`src/rtl/i2c_be_pkg.sv`:
```
package i2c_be_pkg;
    localparam int BYTE_W  = 8;
    localparam int CNT_W   = $clog2(BYTE_W);
    localparam int BITS_W  = $clog2(BYTE_W + 1);

    typedef struct packed {
        logic             en;
        logic             free;
        logic             wide;
        logic             scl_b;
        logic             sda_b;
        logic [CNT_W-1:0] cnt;
    } ctl_t;

    typedef struct packed {
        ctl_t              ctl;
        logic [BYTE_W-1:0] shift;
        logic              samp;
        logic              samp_vld;
        logic [BITS_W-1:0] bits;
        logic              addr_ph;
        logic              engaged;
        logic              pin_n;
        logic              busy;
        logic              al;
        logic              gc;
        logic              hit;
        logic              hold;
    } eng_t;
endpackage

```
`src/rtl/i2c_addr_cmp.sv`:
```
module i2c_addr_cmp #(
    parameter int W = 8
) (
    input  logic [W-1:0] rx_byte,
    input  logic [W-1:0] own,
    input  logic         wide,
    output logic         hit,
    output logic         gc
);
    always_comb begin
        if (wide) hit = (rx_byte == own);
        else      hit = (rx_byte[W-1:1] == own[W-1:1]);
        gc = (rx_byte == '0);
    end
endmodule

```
`src/rtl/i2c_pin_route.sv`:
```
module i2c_pin_route #(
    parameter int STAGES = 2
) (
    input  logic clk,
    input  logic rst_n,
    input  logic sel_scl_b,
    input  logic sel_sda_b,
    input  logic scl_a_i,
    input  logic scl_b_i,
    input  logic sda_a_i,
    input  logic sda_b_i,
    input  logic scl_drv,
    input  logic sda_drv,
    output logic scl_a_oe,
    output logic scl_b_oe,
    output logic sda_a_oe,
    output logic sda_b_oe,
    output logic scl_s,
    output logic sda_s,
    output logic scl_rise,
    output logic scl_fall,
    output logic start_evt,
    output logic stop_evt
);
    logic [STAGES-1:0] scl_sy_d, scl_sy_q, sda_sy_d, sda_sy_q;
    logic              scl_pv_d, scl_pv_q, sda_pv_d, sda_pv_q;
    logic [1:0]        scl_oe, sda_oe;
    logic              scl_raw, sda_raw;

    always_comb begin
        scl_raw  = sel_scl_b ? scl_b_i : scl_a_i;
        sda_raw  = sel_sda_b ? sda_b_i : sda_a_i;
        scl_sy_d = {scl_sy_q[STAGES-2:0], scl_raw};
        sda_sy_d = {sda_sy_q[STAGES-2:0], sda_raw};
        scl_pv_d = scl_sy_q[STAGES-1];
        sda_pv_d = sda_sy_q[STAGES-1];
    end

    always_ff @(posedge clk or negedge rst_n) begin
        if (!rst_n) begin
            scl_sy_q <= '1;
            sda_sy_q <= '1;
            scl_pv_q <= 1'b1;
            sda_pv_q <= 1'b1;
        end else begin
            scl_sy_q <= scl_sy_d;
            sda_sy_q <= sda_sy_d;
            scl_pv_q <= scl_pv_d;
            sda_pv_q <= sda_pv_d;
        end
    end

    assign scl_s     = scl_sy_q[STAGES-1];
    assign sda_s     = sda_sy_q[STAGES-1];
    assign scl_rise  = scl_s & ~scl_pv_q;
    assign scl_fall  = ~scl_s & scl_pv_q;
    assign start_evt = scl_s & scl_pv_q & sda_pv_q & ~sda_s;
    assign stop_evt  = scl_s & scl_pv_q & ~sda_pv_q & sda_s;

    for (genvar p = 0; p < 2; p++) begin : g_pair
        assign scl_oe[p] = scl_drv & (sel_scl_b == p[0]);
        assign sda_oe[p] = sda_drv & (sel_sda_b == p[0]);
    end

    assign scl_a_oe = scl_oe[0];
    assign scl_b_oe = scl_oe[1];
    assign sda_a_oe = sda_oe[0];
    assign sda_b_oe = sda_oe[1];

    p_one_pair_r13: assert property (@(posedge clk) disable iff (!rst_n)
        $countones({scl_a_oe, scl_b_oe}) <= 1 && $countones({sda_a_oe, sda_b_oe}) <= 1);
endmodule

```
`src/rtl/i2c_byte_engine.sv`:
```
module i2c_byte_engine
    import i2c_be_pkg::*;
#(
    parameter int SYNC_STAGES = 2
) (
    input  logic       clk,
    input  logic       rst_n,
    input  logic       ctl_wr,
    input  logic [7:0] ctl_wdata,
    output logic [7:0] ctl_rdata,
    input  logic [7:0] own_addr,
    input  logic       dat_wr,
    input  logic [7:0] dat_wdata,
    output logic [7:0] rx_data,
    input  logic       arb_lost_i,
    input  logic       scl_a_i,
    input  logic       scl_b_i,
    input  logic       sda_a_i,
    input  logic       sda_b_i,
    output logic       scl_a_oe,
    output logic       scl_b_oe,
    output logic       sda_a_oe,
    output logic       sda_b_oe,
    output logic       irq_n,
    output logic       busy,
    output logic       arb_lost,
    output logic       gen_call,
    output logic       addr_hit
);
    localparam logic [BITS_W-1:0] FULL = BITS_W'(BYTE_W);

    eng_t              q, d;
    logic              scl_s, sda_s, scl_rise, scl_fall, start_evt, stop_evt;
    logic              scl_drv, sda_drv, cmp_hit, cmp_gc, fire;
    logic [BYTE_W-1:0] nxt_shift;

    assign nxt_shift = {q.shift[BYTE_W-2:0], q.samp};
    assign scl_drv   = q.ctl.en & q.hold;
    assign sda_drv   = q.ctl.en & q.engaged & (q.bits != '0) & ~q.shift[BYTE_W-1];

    i2c_pin_route #(.STAGES(SYNC_STAGES)) u_route (
        .clk(clk), .rst_n(rst_n),
        .sel_scl_b(q.ctl.scl_b), .sel_sda_b(q.ctl.sda_b),
        .scl_a_i(scl_a_i), .scl_b_i(scl_b_i), .sda_a_i(sda_a_i), .sda_b_i(sda_b_i),
        .scl_drv(scl_drv), .sda_drv(sda_drv),
        .scl_a_oe(scl_a_oe), .scl_b_oe(scl_b_oe), .sda_a_oe(sda_a_oe), .sda_b_oe(sda_b_oe),
        .scl_s(scl_s), .sda_s(sda_s), .scl_rise(scl_rise), .scl_fall(scl_fall),
        .start_evt(start_evt), .stop_evt(stop_evt)
    );

    i2c_addr_cmp #(.W(BYTE_W)) u_cmp (
        .rx_byte(nxt_shift), .own(own_addr), .wide(q.ctl.wide),
        .hit(cmp_hit), .gc(cmp_gc)
    );

    always_comb begin
        d    = q;
        fire = 1'b0;
        if (ctl_wr) d.ctl = ctl_t'(ctl_wdata);
        if (!d.ctl.en) begin
            d.pin_n    = 1'b1;
            d.busy     = 1'b0;
            d.al       = 1'b0;
            d.bits     = '0;
            d.hold     = 1'b0;
            d.engaged  = 1'b0;
            d.addr_ph  = 1'b0;
            d.samp_vld = 1'b0;
        end else begin
            if (dat_wr) begin
                d.shift    = dat_wdata;
                d.pin_n    = 1'b1;
                d.hold     = 1'b0;
                d.al       = 1'b0;
                d.samp_vld = 1'b0;
                d.bits     = (d.ctl.cnt == '0) ? FULL : BITS_W'(d.ctl.cnt);
            end
            if (arb_lost_i) d.al = 1'b1;
            if (scl_rise && q.bits != '0) begin
                d.samp     = sda_s;
                d.samp_vld = 1'b1;
            end
            if (scl_fall && q.bits != '0 && q.samp_vld) begin
                d.shift    = nxt_shift;
                d.bits     = q.bits - 1'b1;
                d.samp_vld = 1'b0;
                if (q.bits == BITS_W'(1)) begin
                    if (q.addr_ph) begin
                        d.addr_ph = 1'b0;
                        d.gc      = ~q.ctl.free & cmp_gc;
                        d.hit     = ~q.ctl.free & cmp_hit;
                        d.engaged = q.ctl.free | cmp_gc | cmp_hit;
                        fire      = d.engaged;
                    end else begin
                        fire = q.engaged;
                    end
                    if (fire) begin
                        d.pin_n = 1'b0;
                        d.hold  = 1'b1;
                    end
                end
            end
            if (start_evt) begin
                d.busy     = 1'b1;
                d.ctl.cnt  = '0;
                d.bits     = FULL;
                d.addr_ph  = 1'b1;
                d.engaged  = 1'b0;
                d.gc       = 1'b0;
                d.hit      = 1'b0;
                d.shift    = '1;
                d.pin_n    = 1'b1;
                d.hold     = 1'b0;
                d.samp_vld = 1'b0;
            end
            if (stop_evt) begin
                d.busy     = 1'b0;
                d.bits     = '0;
                d.addr_ph  = 1'b0;
                d.engaged  = 1'b0;
                d.hold     = 1'b0;
                d.samp_vld = 1'b0;
            end
        end
    end

    always_ff @(posedge clk or negedge rst_n) begin
        if (!rst_n) begin
            q       <= '0;
            q.pin_n <= 1'b1;
        end else begin
            q <= d;
        end
    end

    assign ctl_rdata = q.ctl;
    assign rx_data   = q.shift;
    assign irq_n     = q.pin_n;
    assign busy      = q.busy;
    assign arb_lost  = q.al;
    assign gen_call  = q.gc;
    assign addr_hit  = q.hit;

    p_forced_flags_r1: assert property (@(posedge clk) disable iff (!rst_n)
        !q.ctl.en |-> (q.pin_n && !q.busy && !q.al && q.bits == '0));

    p_count_cleared_r3: assert property (@(posedge clk) disable iff (!rst_n)
        (start_evt && q.ctl.en && !ctl_wr) |=> (q.ctl.cnt == '0 && q.busy));

    p_bits_bound_r4: assert property (@(posedge clk) disable iff (!rst_n)
        q.bits <= FULL);

    p_irq_only_engaged_r9: assert property (@(posedge clk) disable iff (!rst_n)
        $fell(q.pin_n) |-> (q.engaged && q.hold));

    p_sda_moves_low_r11: assert property (@(posedge clk) disable iff (!rst_n)
        ((sda_drv != $past(sda_drv)) && q.ctl.en && $past(q.ctl.en)
         && !$past(dat_wr || ctl_wr || start_evt || stop_evt)) |-> !scl_s);
endmodule

```
`config.mk`:
```
export PLATFORM = sky130hd
export DESIGN_NAME = i2c_byte_engine
export DESIGN_NICKNAME = d
export VERILOG_FILES = /design/src/rtl/i2c_be_pkg.sv /design/src/rtl/i2c_addr_cmp.sv /design/src/rtl/i2c_pin_route.sv /design/src/rtl/i2c_byte_engine.sv
export SDC_FILE = /design/constraint.sdc
export NUM_CORES = 1
export LEC_CHECK = 0
export CORE_MARGIN = 2
export CORE_UTILIZATION = 47
export DETAILED_ROUTE_END_ITERATION = 8
export PLACE_DENSITY_LB_ADDON = 0.08
export SYNTH_ARGS = -nofsm -noshare
export SYNTH_HDL_FRONTEND = slang
export SYNTH_SLANG_ARGS = --single-unit
```
`constraint.sdc`:
```
create_clock -name clk -period 2.22 [get_ports clk]
set_input_delay 0.222 -clock clk [delete_from_list [all_inputs] [get_ports clk]]
set_output_delay 0.222 -clock clk [all_outputs]
set_load 0.01 [all_outputs]
```
; Word level (Yosys, flattened, before mapping)
; Index checks and enable logic that the tools add are counted.
[word_totals]
reg_bits = 36
output_inout_bits = 25
wordCells = 109
[op_classes]
n_addsub = 1
n_eq_ne = 10
n_mux = 34
n_bitwise = 27
n_reduce_logical = 15
[op_table]
columns = cell, count
row1 = $mux W8, 4
row2 = $and A1 B1 Y1, 17
row3 = $mux W1, 17
row4 = $mux W12, 1
row5 = $mux W3, 4
row6 = $mux W11, 1
row7 = $mux W10, 1
row8 = $mux W9, 1
row9 = $eq A8 B8 Y1, 1
row10 = $logic_not A8 Y1, 1
row11 = $ne A4 B1 Y1 const B, 2
row12 = $not A1 Y1, 8
row13 = $eq A7 B7 Y1, 1
row14 = $mux W7, 1
row15 = $ne A6 B2 Y1 const B, 1
row16 = $reduce_and A2 Y1, 3
row17 = $reduce_bool A2 Y1, 3
row18 = $mux W5, 1
row19 = $ne A5 B2 Y1 const B, 1
row20 = $eq A4 B1 Y1 const B, 1
row21 = $mux W2, 2
row22 = $mux W4, 1
row23 = $ne A4 B2 Y1 const B, 1
row24 = $reduce_and A4 Y1, 1
row25 = 9 further kinds, 12

; Depth between registers and ports, before layout
[depth]
word_depth = 13
depth_mapped = 8
mapped_depth_nobuf = 7

; By module
; Synthesis repeated with hierarchy kept, for this count alone.
[hier_totals]
hier_cells = 206
area_unflattened_um2 = 2130.8
[by_module_without_submodules]
columns = module, instances, cells_each, area_per_inst_um2, seq_area_each_um2
row1 = i2c_byte_engine, 1, 176, 1771.7, 752.0
row2 = i2c_pin_route, 1, 16, 251.5, 157.7
row3 = i2c_addr_cmp, 1, 14, 107.6, 0.0

; Worst setup path before layout
; OpenSTA, ideal clock, no wires.
[synth_timing]
path_kind = reg2reg
from = reg q[8] in the netlist's numbering
to = reg q[11] in the netlist's numbering
setup_ns = 0.138
arrival_time_ns = 1.670
path_slack_ns = 0.412
path_stages_with_launch = 8
n_path_buf = 0
cell_sequence = dfrtp_1 > inv_1 > ha_1 > or3b_4 > nand2_4 > o21ai_2 > a2111oi_1 > o22ai_1
[synth_via]
elab_chain_cells = 7
elab_cells_between_ends = 9
[synth_lines]
columns = element, line_no
row1 = start: declaration, i2c_byte_engine.sv:32  ; eng_t q, d;
row2 = branches (longest 7 deep; another with $sub A4 B1 Y4), -
; Several ways; the timed one is not identified. The select of a mux whose other input is x is not followed.
; A chain may end at the register's enable or synchronous reset.

; Worst setup path after layout
; Ends and elaborated chain as after synthesis.

==> flow_summary.toml <==
[final_layout]
diodes = 0
fin_nets = 293
fillCellCount = 345
drive_above_1_share_pct = 14.3
syn_to_final_growth_pct = 31.4
final_area_mm2 = 0.00265
multiInputGateArea_um2 = 956
ff_latch_area_um2 = 910

[cts]
cts.sinks = 36
cts_tree = "done"
clock_latency_ps = 290
cts.path.max_buffers = 2
cts_root_buffer = "clkbuf_8"
h-tree-depth = 2
cts_buffers = 5
clkTransAtPathRegs_ps = 80

[power_and_ir_drop]
power.switching_uw = 552
powerDensity_mw_per_mm2 = 683
p_int_mw = 1.26
peakVddDrop_uv = 492
leakagePower_nw = 1.14
clkPwrFrac_pct = 24.6
pwr-share-comb_pct = 27.3
netSwitchingFraction_pct = 30.5
pwr-share-seq_pct = 48.1

[synthesis]
synth_top_cell_by_area = "dfrtp_1"
synth_flop_cell = "dfrtp_1"
netlist.area_leader.share_pct = 35.9
syn_area_mm2 = 0.00202
synth_commonest_cells = "dfrtp_1, nand2_1, nor2_1, buf_4, nand3_1"
ys_top_cells_by_area = "dfrtp_1, dfstp_2, buf_4"
ys_ff_latch = 36
ys_types = 45
async_flop_share_pct = 100
syn_nets = 241
synth_area_per_cell_um2 = 9.85
yosysWarnings = 0
synth_edf_count = 0
synth_cells = 205
seq_area_frac_synth_pct = 45.0

[timing]
min_period_ps = 2030
rsz0062_at_grt = "no"
period_share_pct = 91.4
hold_violations = 0
max-slew-margin-rel_pct = 62.2
setup_viol_count_final = 0
setup_tns_ps = 0
worst_pin_slew_ps = 561
drv_slew = 0
whs_ps = 349
fmax_mhz = 493
fin_skew_ps = 11.6

[worst_setup_path]
arrival_ps = 2180
reg2regPathDepth = 7
slowest_delay_ps = 430
critical_path.cell_chain = "inv_1 -> ha_1 -> or3b_4 -> nand2_4 -> o21ai_2 -> a2111oi_1 -> o22ai_1"
cp-start-kind = "register"
worstSetupPathType = "reg -> reg"
critical_path_required_ps = 2370
path_max_fanout = 15
r2r-start = "q[8]$_DFFE_PN0P_"
cp-end-kind = "register"
cp_slowest_cell = "dfrtp_1"
r2r_setup_slack_ps = 190
crit_start = "q[8]$_DFFE_PN0P_"

[status]
status = "complete, no violations"

[floorplan]
dieArea_mm2 = 0.00484
rows = 23
die_h_um = 69.6
die_w_um = 69.6
initial_core_util_pct = 49.8
core_mm2 = 0.00406
io_pins = 58

[global_routing]
grt_usage_pct = 20.3
busiest_layer = "met2"
grtUsageMet2_pct = 33.1
grt_pass1_vias = 1591
antenna_found_initial = 0
grt_pass1_wl_mm = 7.76
overflow = 0
use_met3_pct = 5.38
grtUsageMet1_pct = 26.9
grt_max_degree = 37

[place]
portBuffers = 57
placed_cell_area_mm2 = 0.00257
gp_congestion = 0.782
dp_hpwl_mm = 3.44

[detailed_routing]
drc = 0
wl_mm = 4.56
wl_per_cell_um = 14.8
vias_per_cell = 5.38
via_count = 1658
dr.pass1.iters = 4
drt_iter0_markers = 106
drtAntennaViolNets = 0

[run]
maxCapViolations = 0

[hold_path]
hold_path_class = "in -> async"
## through the flow
| step | setup slack, ps | total power, mW | util, % | instances |
|---|---|---|---|---|
| after floorplan | 412 | 1.18 | - | 205 |
| after global placement | 253 | 1.37 | 63.4 | 300 |
| after CTS | 189 | 1.83 | 65.4 | 308 |
| after global routing | 85.6 | 1.92 | 65.4 | 308 |
| after detailed placement | 199 | 1.38 | 63.4 | 300 |
| final | 191 | 1.81 | 65.4 | 308 |
## power groups by stage
stage / combinational [mW] / clock [mW] / sequential (mW)
2_1_floorplan: 0.334 / 0 / 0.848
3_3_place_gp: 0.493 / 0 / 0.880
3_5_place_dp: 0.500 / 0 / 0.884
4_1_cts: 0.502 / 0.460 / 0.872
5_1_grt: 0.544 / 0.485 / 0.891
6_report: 0.495 / 0.446 / 0.871
## worst max-delay path: cells and delay by family (launching register included)
family	cells	cell delay, ps
AO/OA/AOI/OAI	3	620
flip-flops	1	430
buffers and inverters	1	100
adder cells (fa/ha/maj)	1	190
AND/OR/NAND/NOR	2	570
## placed cells by master, fill, tap and decap left out, types with 6 or more instances in the layout
master	instances
dfrtp_1	29
clkdlybuf4s50_1	55
buf_4	8
xor2_1	8
mux2_1	8
dfstp_2	7
a21oi_1	8
o21ai_0	6
nor2_1	19
mux2_2	7
nand2_1	29
nand3_1	12
## state kept, by name, summed over array words and instances (netlist names), 2 cells and up
name	cells
u_route.sda_sy_q	2
u_route.scl_sy_q	2
ctl_rdata	8
rx_data	8
q	8
## layer usage
layer	share of wire (%)	vias to the layer above
li1	-	809
met1	45	784
met2	48	58
met3	6.1	7
met4	1.1	0
met5	0	-
## final timing paths
path,endpoint
setup reg to reg,q[11]$_DFFE_PN0P_
hold reg to reg,u_route.scl_sy_q[1]$_DFF_PN1_
max in group asynchronous,u_route.sda_sy_q[1]$_DFF_PN1_
setup / recovery,q[11]$_DFFE_PN0P_
hold / removal,q[7]$_DFFE_PN0P_
min in group clk,u_route.scl_sy_q[1]$_DFF_PN1_
## cell families (layout without fill, tap and decap cells)
logic type | count (synthesis) | after routing | share of synthesized area (%)
buf+inv | 24 | 77 | 7.62
compound gates | 31 | 31 | 10.5
mux | 19 | 19 | 10.5
simple gates | 83 | 83 | 20.6
fa+ha+maj | 3 | 3 | 1.86
xor+xnor | 9 | 9 | 3.90
flops | 36 | 36 | 45.0
## what timing repair did
item,in CTS,in global routing
setup endpoints to repair,2,0
buffers inserted,0,0
hold buffers,0,0
gates resized for setup,2,0
## final cells by class
cell class | instances | share of cell area [%]
repair buffers | 65 | 23.7
flip-flops and latches | 36 | 34.3
inverters | 4 | 0.566
well taps | 50 | 2.36
multi-input cells | 145 | 36.0
clock buffers | 7 | 2.88
clock inverters | 1 | 0.189
Note: power is estimated with default switching activity, not from simulation.
